$ cat src/rtl/ebc_pkg.sv
package ebc_pkg;
  typedef enum logic [1:0] {
    KIND_FETCH = 2'b00,
    KIND_READ  = 2'b01,
    KIND_WRITE = 2'b10,
    KIND_RDALT = 2'b11
  } kind_e;

  typedef enum logic [2:0] {
    ST_IDLE  = 3'd0,
    ST_ADDR  = 3'd1,
    ST_SETUP = 3'd2,
    ST_STRB  = 3'd3,
    ST_HOLD  = 3'd4
  } state_e;
endpackage

$ cat src/rtl/ebc_rom_decode.sv
module ebc_rom_decode #(
  parameter int AW      = 16,
  parameter int ROM_SEL = 0   // 0: 16K internal, 1: 32K internal
) (
  input  logic [AW-1:0] addr_i,
  output logic          is_int_o
);
  generate
    if (ROM_SEL == 0) begin : g_rom16k
      assign is_int_o = (addr_i[AW-1:14] == '0);
    end else begin : g_rom32k
      assign is_int_o = (addr_i[AW-1:15] == '0);
    end
  endgenerate
endmodule

$ cat src/rtl/ebc_seq.sv
module ebc_seq
  import ebc_pkg::*;
#(
  parameter int AW          = 16,
  parameter int DW          = 8,
  parameter int ALE_CYC     = 2,
  parameter int SETUP_CYC   = 1,
  parameter int RD_STRB_CYC = 3,
  parameter int WR_STRB_CYC = 4
) (
  input  logic          clk_i,
  input  logic          rst_ni,
  input  logic          req_i,
  input  kind_e         kind_i,
  input  logic [AW-1:0] addr_i,
  input  logic [DW-1:0] wdata_i,
  input  logic          is_int_i,
  input  logic          hold_i,
  input  logic [DW-1:0] ad_i,
  output logic          ready_o,
  output state_e        state_o,
  output kind_e         kind_q_o,
  output logic [AW-1:0] addr_q_o,
  output logic [DW-1:0] wdata_q_o,
  output logic          done_o,
  output logic          int_hit_o,
  output logic [DW-1:0] rdata_o
);
  localparam int MAXC = (WR_STRB_CYC > RD_STRB_CYC) ?
                        ((WR_STRB_CYC > ALE_CYC) ? WR_STRB_CYC : ALE_CYC) :
                        ((RD_STRB_CYC > ALE_CYC) ? RD_STRB_CYC : ALE_CYC);
  localparam int MAXS = (MAXC > SETUP_CYC) ? MAXC : SETUP_CYC;
  localparam int CW   = $clog2(MAXS + 1);
  localparam logic [CW-1:0] ALE_LAST = CW'(ALE_CYC - 1);
  localparam logic [CW-1:0] SET_LAST = CW'(SETUP_CYC - 1);
  localparam logic [CW-1:0] RD_LAST  = CW'(RD_STRB_CYC - 1);
  localparam logic [CW-1:0] WR_LAST  = CW'(WR_STRB_CYC - 1);

  state_e        state_q;
  kind_e         kind_q;
  logic [CW-1:0] cnt_q;
  logic [AW-1:0] addr_q;
  logic [DW-1:0] wdata_q;
  logic [CW-1:0] strb_last;

  assign strb_last = (kind_q == KIND_WRITE) ? WR_LAST : RD_LAST;
  assign ready_o   = (state_q == ST_IDLE) && !hold_i;

  always_ff @(posedge clk_i or negedge rst_ni) begin
    if (!rst_ni) begin
      state_q   <= ST_IDLE;
      kind_q    <= KIND_FETCH;
      cnt_q     <= '0;
      addr_q    <= '0;
      wdata_q   <= '0;
      done_o    <= 1'b0;
      int_hit_o <= 1'b0;
      rdata_o   <= '0;
    end else begin
      done_o    <= 1'b0;
      int_hit_o <= 1'b0;
      unique case (state_q)
        ST_IDLE: begin
          if (hold_i) begin
            state_q <= ST_HOLD;
          end else if (req_i) begin
            if (kind_i == KIND_FETCH && is_int_i) begin
              int_hit_o <= 1'b1;
            end else begin
              state_q <= ST_ADDR;
              cnt_q   <= '0;
              kind_q  <= kind_i;
              addr_q  <= addr_i;
              wdata_q <= wdata_i;
            end
          end
        end
        ST_ADDR: begin
          if (cnt_q == ALE_LAST) begin
            state_q <= ST_SETUP;
            cnt_q   <= '0;
          end else begin
            cnt_q <= cnt_q + 1'b1;
          end
        end
        ST_SETUP: begin
          if (cnt_q == SET_LAST) begin
            state_q <= ST_STRB;
            cnt_q   <= '0;
          end else begin
            cnt_q <= cnt_q + 1'b1;
          end
        end
        ST_STRB: begin
          if (cnt_q == strb_last) begin
            state_q <= ST_IDLE;
            cnt_q   <= '0;
            done_o  <= 1'b1;
            if (kind_q != KIND_WRITE) rdata_o <= ad_i;
          end else begin
            cnt_q <= cnt_q + 1'b1;
          end
        end
        ST_HOLD: begin
          if (!hold_i) state_q <= ST_IDLE;
        end
        default: state_q <= ST_IDLE;
      endcase
    end
  end

  assign state_o   = state_q;
  assign kind_q_o  = kind_q;
  assign addr_q_o  = addr_q;
  assign wdata_q_o = wdata_q;


  hold_from_idle_chk: assert property (@(posedge clk_i) disable iff (!rst_ni)
    $rose(state_q == ST_HOLD) |-> $past(state_q) == ST_IDLE);

  hold_exit_chk: assert property (@(posedge clk_i) disable iff (!rst_ni)
    ($past(state_q) == ST_HOLD && state_q != ST_HOLD) |-> !$past(hold_i));

  done_after_strobe_chk: assert property (@(posedge clk_i) disable iff (!rst_ni)
    done_o |-> $past(state_q) == ST_STRB);

  int_hit_no_bus_chk: assert property (@(posedge clk_i) disable iff (!rst_ni)
    int_hit_o |-> (state_q == ST_IDLE || state_q == ST_HOLD) && !done_o);
endmodule

$ cat src/rtl/ebc_pins.sv
module ebc_pins
  import ebc_pkg::*;
#(
  parameter int DW = 8
) (
  input  logic          clk_i,
  input  logic          rst_ni,
  input  state_e        state_i,
  input  kind_e         kind_i,
  input  logic [DW-1:0] addr_lo_i,
  input  logic [DW-1:0] wdata_i,
  output logic          ale_o,
  output logic          psen_no,
  output logic          rd_no,
  output logic          wr_no,
  output logic          ad_oe_o,
  output logic [DW-1:0] ad_o
);
  logic addr_ph, strb_ph;

  always_comb begin
    addr_ph = (state_i == ST_ADDR) || (state_i == ST_SETUP);
    strb_ph = (state_i == ST_STRB);
    ale_o   = (state_i == ST_ADDR);
    psen_no = !(strb_ph && kind_i == KIND_FETCH);
    wr_no   = !(strb_ph && kind_i == KIND_WRITE);
    rd_no   = !(strb_ph && (kind_i == KIND_READ || kind_i == KIND_RDALT));
    ad_oe_o = addr_ph || (strb_ph && kind_i == KIND_WRITE);
    if (addr_ph)                             ad_o = addr_lo_i;
    else if (strb_ph && kind_i == KIND_WRITE) ad_o = wdata_i;
    else                                      ad_o = '0;
  end


  one_strobe_chk: assert property (@(posedge clk_i) disable iff (!rst_ni)
    $countones({~psen_no, ~rd_no, ~wr_no}) <= 1);

  ale_no_strobe_chk: assert property (@(posedge clk_i) disable iff (!rst_ni)
    ale_o |-> (psen_no && rd_no && wr_no && ad_oe_o));

  read_releases_ad_chk: assert property (@(posedge clk_i) disable iff (!rst_ni)
    (!rd_no || !psen_no) |-> !ad_oe_o);

  write_drives_ad_chk: assert property (@(posedge clk_i) disable iff (!rst_ni)
    !wr_no |-> ad_oe_o);
endmodule

$ cat src/rtl/ext_bus_ctrl.sv
module ext_bus_ctrl
  import ebc_pkg::*;
#(
  parameter int AW          = 16,
  parameter int DW          = 8,
  parameter int ROM_SEL     = 0,
  parameter int ALE_CYC     = 2,
  parameter int SETUP_CYC   = 1,
  parameter int RD_STRB_CYC = 3,
  parameter int WR_STRB_CYC = 4
) (
  input  logic          clk_i,
  input  logic          rst_ni,
  input  logic          req_i,
  input  logic [1:0]    kind_i,
  input  logic [AW-1:0] addr_i,
  input  logic [DW-1:0] wdata_i,
  output logic          ready_o,
  output logic          done_o,
  output logic [DW-1:0] rdata_o,
  output logic          int_hit_o,
  output logic          ale_o,
  output logic          psen_no,
  output logic          rd_no,
  output logic          wr_no,
  output logic [DW-1:0] ad_o,
  output logic          ad_oe_o,
  input  logic [DW-1:0] ad_i,
  output logic [AW-DW-1:0] a_hi_o,
  input  logic          hold_i,
  output logic          hlda_o
);
  logic          is_int;
  state_e        state;
  kind_e         kind_q;
  logic [AW-1:0] addr_q;
  logic [DW-1:0] wdata_q;

  ebc_rom_decode #(.AW(AW), .ROM_SEL(ROM_SEL)) i_decode (
    .addr_i   (addr_i),
    .is_int_o (is_int)
  );

  ebc_seq #(
    .AW(AW), .DW(DW), .ALE_CYC(ALE_CYC), .SETUP_CYC(SETUP_CYC),
    .RD_STRB_CYC(RD_STRB_CYC), .WR_STRB_CYC(WR_STRB_CYC)
  ) i_seq (
    .clk_i     (clk_i),
    .rst_ni    (rst_ni),
    .req_i     (req_i),
    .kind_i    (kind_e'(kind_i)),
    .addr_i    (addr_i),
    .wdata_i   (wdata_i),
    .is_int_i  (is_int),
    .hold_i    (hold_i),
    .ad_i      (ad_i),
    .ready_o   (ready_o),
    .state_o   (state),
    .kind_q_o  (kind_q),
    .addr_q_o  (addr_q),
    .wdata_q_o (wdata_q),
    .done_o    (done_o),
    .int_hit_o (int_hit_o),
    .rdata_o   (rdata_o)
  );

  ebc_pins #(.DW(DW)) i_pins (
    .clk_i     (clk_i),
    .rst_ni    (rst_ni),
    .state_i   (state),
    .kind_i    (kind_q),
    .addr_lo_i (addr_q[DW-1:0]),
    .wdata_i   (wdata_q),
    .ale_o     (ale_o),
    .psen_no   (psen_no),
    .rd_no     (rd_no),
    .wr_no     (wr_no),
    .ad_oe_o   (ad_oe_o),
    .ad_o      (ad_o)
  );

  assign a_hi_o = addr_q[AW-1:DW];
  assign hlda_o = (state == ST_HOLD);


  a_hi_stable_chk: assert property (@(posedge clk_i) disable iff (!rst_ni)
    (!psen_no || !rd_no || !wr_no) |-> $stable(a_hi_o));

  hold_bus_idle_chk: assert property (@(posedge clk_i) disable iff (!rst_ni)
    hlda_o |-> (!ale_o && psen_no && rd_no && wr_no && !ad_oe_o && !ready_o));
endmodule

$ cat config.mk
export PLATFORM = sky130hd
export DESIGN_NAME = ext_bus_ctrl
export DESIGN_NICKNAME = d
export VERILOG_FILES = /design/src/rtl/ebc_pkg.sv /design/src/rtl/ebc_rom_decode.sv /design/src/rtl/ebc_seq.sv /design/src/rtl/ebc_pins.sv /design/src/rtl/ext_bus_ctrl.sv
export SDC_FILE = /design/constraint.sdc
export NUM_CORES = 1
export LEC_CHECK = 0
export BUFFER_PORTS_ARGS = -buffer_cell sky130_fd_sc_hd__buf_4
export CORE_UTILIZATION = 43
export CTS_BUF_LIST = sky130_fd_sc_hd__clkbuf_8
export DETAILED_ROUTE_END_ITERATION = 8
export PLACE_DENSITY = 0.72
export SYNTH_ARGS = -nofsm -noshare
export SYNTH_HDL_FRONTEND = slang
export SYNTH_SLANG_ARGS = --single-unit
$ cat constraint.sdc
create_clock -name clk_i -period 1.87 [get_ports clk_i]
set_clock_uncertainty 0.1 [all_clocks]
set_input_delay 0.2805 -clock clk_i [delete_from_list [all_inputs] [get_ports clk_i]]
set_output_delay 0.2805 -clock clk_i [all_outputs]
set_load 0.005 [all_outputs]
==> results by group <==
Floorplan
  • Die width: just over 70 um
  • Full die area: roughly 5100 um2
  • Row count: 25
  • Initial Util: 0.446
  • Ports: slightly above 70
  • Core area: 4690 um2
  • Chip height: between 70 and 80 um

Clocking
  • Root buffer cell: clkbuf_8
  • Clock transition at the registers of the reported paths: around 0.07 ns
  • Clk sinks: 42
  • Bufs on Longest Clock Path: 2
  • TritonCTS clock tree: done
  • H-tree depth: 2
  • Worst-Skew Late Latency: 0.29 ns
  • TritonCTS buffer count: 5

Timing
  • Final setup fails: 9
  • Slew headroom: 0.652
  • Setup_tns: -0.527 ns
  • Min Tclk post-route: 1.94 ns
  • RSZ-0062 raised after global routing: yes
  • Setup slack after layout: -0.0710 ns
  • Worst-Margin Slew: approximately 0.52 ns
  • Hold WS: 0.111 ns
  • Fin crit share: 1.04
  • Endpoints failing hold: 0
  • Max-slew violations: 0
  • F_max: 0.515 GHz

Power and ir drop
  • Clock share of power: 0.157
  • Internal Dissipation: 3.12 mW
  • VDD IR max: slightly above 0.9 mV
  • PD cells: around 1500 nW/um2
  • Sw frac: 0.316
  • Psw: ~1.4 mW
  • Reg power frac: 0.356
  • Combinational share of power: 0.488
  • Leakage: ~1.5 nW

Global routing
  • Initial antenna violation count: 0
  • Global-route wire length before repair: approximately 7300 um
  • GRT Total Usage: 0.186
  • Total global routing overflow: 0
  • Largest net degree at the start of global routing: between 40 and 50
  • Vias in the first global route: between 1500 and 2000

Yosys
  • Register area share after synthesis: 0.503
  • Yosys cell types: 35
  • Synth warn: 0
  • Flop and latch count out of synthesis: 42
  • Syn avg cell area: roughly 13 um2
  • Post-Syn Area: roughly 2100 um2
  • Synth area leader: dfrtp_1
  • Mapped Cells: around 160
  • Net Count, Synth: approximately 200
  • Synth top area share: 0.503
  • Top post-synthesis cells by area: dfrtp_1, mux2_4, mux2_2, buf_4, a22o_1

Worst hold path
  • Class of the worst hold path: primary input to flip-flop
  • Worst Hold Endpoint: i_seq.rdata_o[3]
  • Hold path startpoint: ad_i[3]
  • Hold depth: 2

Setup path
  • Endpoint class of the critical path: primary output
  • R2R depth: 6
  • CP Data Required Time: 1.49 ns
  • WS Path Type: flip-flop to primary output
  • Crit-path max FO: 5
  • Worst r2r src: i_seq.state_o[1]
  • R2R setup slack: approximately 0.030 ns
  • CP Launch Type: flip-flop
  • Worst reg2reg path endpoint: i_seq.wdata_q_o[4]
  • Critical path launch point: i_seq.state_o[1]
  • CP arrival: approximately 1.6 ns

Detailed routing
  • Drt pass-1 iters: 4
  • Via count: ~1500
  • Via density: 5.17
  • DR WL/cell: roughly 15 um
  • DRT iter0 DRCs: between 40 and 50
  • Post-route ant nets: 0
  • Final WL: 4510 um
  • Post-route DRC: 0

Placed design
  • Placed Area: around 2700 um2
  • Port bufs: 70
  • RePlAce Congestion: around 0.85
  • DP HPWL: ~3200 um

Layout
  • Area occupied by multi-input gates: between 900 and 1000 um2
  • Synth-to-Final Area Change: 41.8%
  • Antenna diode count: 0
  • Nets: 282
  • Register area: roughly 1100 um2
  • Final Util: 0.632
  • Share of post-route cells with drive strength above 1: 0.614
  • FILL cells: around 390
  • Design area: approximately 3000 um2

Run status
  • Failing checks: setup timing
  • Status: finished with violations

Job
  • Maxcap violations: 0
[power by group through the flow]
stage	combinational [mW]	clock [mW]	sequential [mW]
2_1_floorplan	1.31	0	1.53
3_3_place_gp	1.93	0	1.61
3_5_place_dp	1.97	0	1.62
4_1_cts	2.17	0.745	1.62
5_1_grt	2.41	0.777	1.68
6_report	2.23	0.715	1.62
[registers in the layout, summed over array words and instances, names as in the netlist]
register and count:
i_seq.int_hit_o 1, i_seq.addr_q_o 16, i_seq.kind_q_o 2, i_seq.state_o 3, i_seq.cnt_q 3, i_seq.wdata_q_o 8, i_seq.done_o 1, i_seq.rdata_o 8
[cell usage in the layout (no fill, tap or decap), drive strengths merged, types with 4 or more instances in the layout]
master  instances
a31oi           4
clkbuf          6
inv             9
dfrtp          42
buf            91
a22o            8
mux2           34
nor3            4
nor2            4
nand2           5
[logic make-up after synthesis]
| group | Yosys count | synth area share |
|---|---|---|
| fa+ha+maj | 3 | 0.0180 |
| simple gates | 29 | 0.102 |
| compound gates | 24 | 0.0856 |
| buf+inv | 23 | 0.0688 |
| xor+xnor | 1 | 0.00419 |
| mux | 34 | 0.219 |
| flops | 42 | 0.503 |
[synthesized netlist by cell type]
library cell  number
a21oi_1            1
a22o_1             8
a2bb2oi_1          1
a31oi_1            4
a32oi_1            1
and2_1             1
buf_2              1
buf_4             11
buf_6              2
dfrtp_1           42
ha_1               3
inv_1              8
inv_2              1
mux2_1             1
mux2_2            13
mux2_4            20
nand2_1            5
nand2b_1           2
nand3_4            2
nand4_1            1
nor2_1             4
nor2b_1            3
nor3_1             4
nor3b_1            1
nor4_4             2
o2111ai_1          1
o211ai_1           2
o21ai_0            3
o22ai_1            1
o311ai_0           1
o31ai_1            1
or2_2              1
or3_1              2
or4_4              1
xnor2_1            1
[layer usage]
metal  track usage  vias to the layer above  share of wire
met1         0.243                      750           0.42
met4        0.0806                        0          0.016
met3        0.0478                        8          0.047
met2         0.294                       46           0.52
met5             0                        -              0
li1              -                      720              -
[repair_timing]
item / in CTS / in global routing
gates resized for setup: 20 / 5
pin swaps: 5 / 2
hold endpoints to repair: 42 / 0
cloned: 1 / 0
setup buffers: 2 / 2
hold buffers: 1 / 0
endpoints found under the setup margin: 12 / 12
[critical path, cell delays in order (launching register included)]
cell	delay (ns)
dfrtp_1	0.42
buf_6	0.14
nand2b_4	0.14
a21oi_4	0.16
buf_6	0.15
a22o_1	0.14
buf_4	0.11
[area by class of cell]
type                    count  area share
repair buffers             92       0.252
multi-input cells          91       0.319
flip-flops and latches     42       0.355
clock buffers               6      0.0279
clock inverters             1      0.0101
well taps                  54      0.0228
inverters                   9      0.0122
[how the worst max path moves through the flow]
stage | depth (start not counted) | slack [ns] | to
4_1_cts | 6 | -0.09 | ad_o[4]
6_report | 6 | -0.07 | ad_o[1]
3_5_place_dp | 5 | 0.04 | i_seq.wdata_q_o[5]
3_3_place_gp | 6 | 0.04 | ad_o[3]
2_1_floorplan | 5 | 0.13 | i_seq.rdata_o[0]
5_1_grt | 6 | -0.15 | ad_o[3]
[per-stage QoR]
step | setup slack [ns] | instances | total power, mW
after floorplan | 0.126 | 156 | 2.84
after global routing | -0.149 | 295 | 4.87
final | -0.0710 | 295 | 4.56
after detailed placement | 0.0429 | 282 | 3.60
after CTS | -0.0942 | 293 | 4.53
after global placement | 0.0433 | 282 | 3.54
Power figures use the tool's default switching activity.
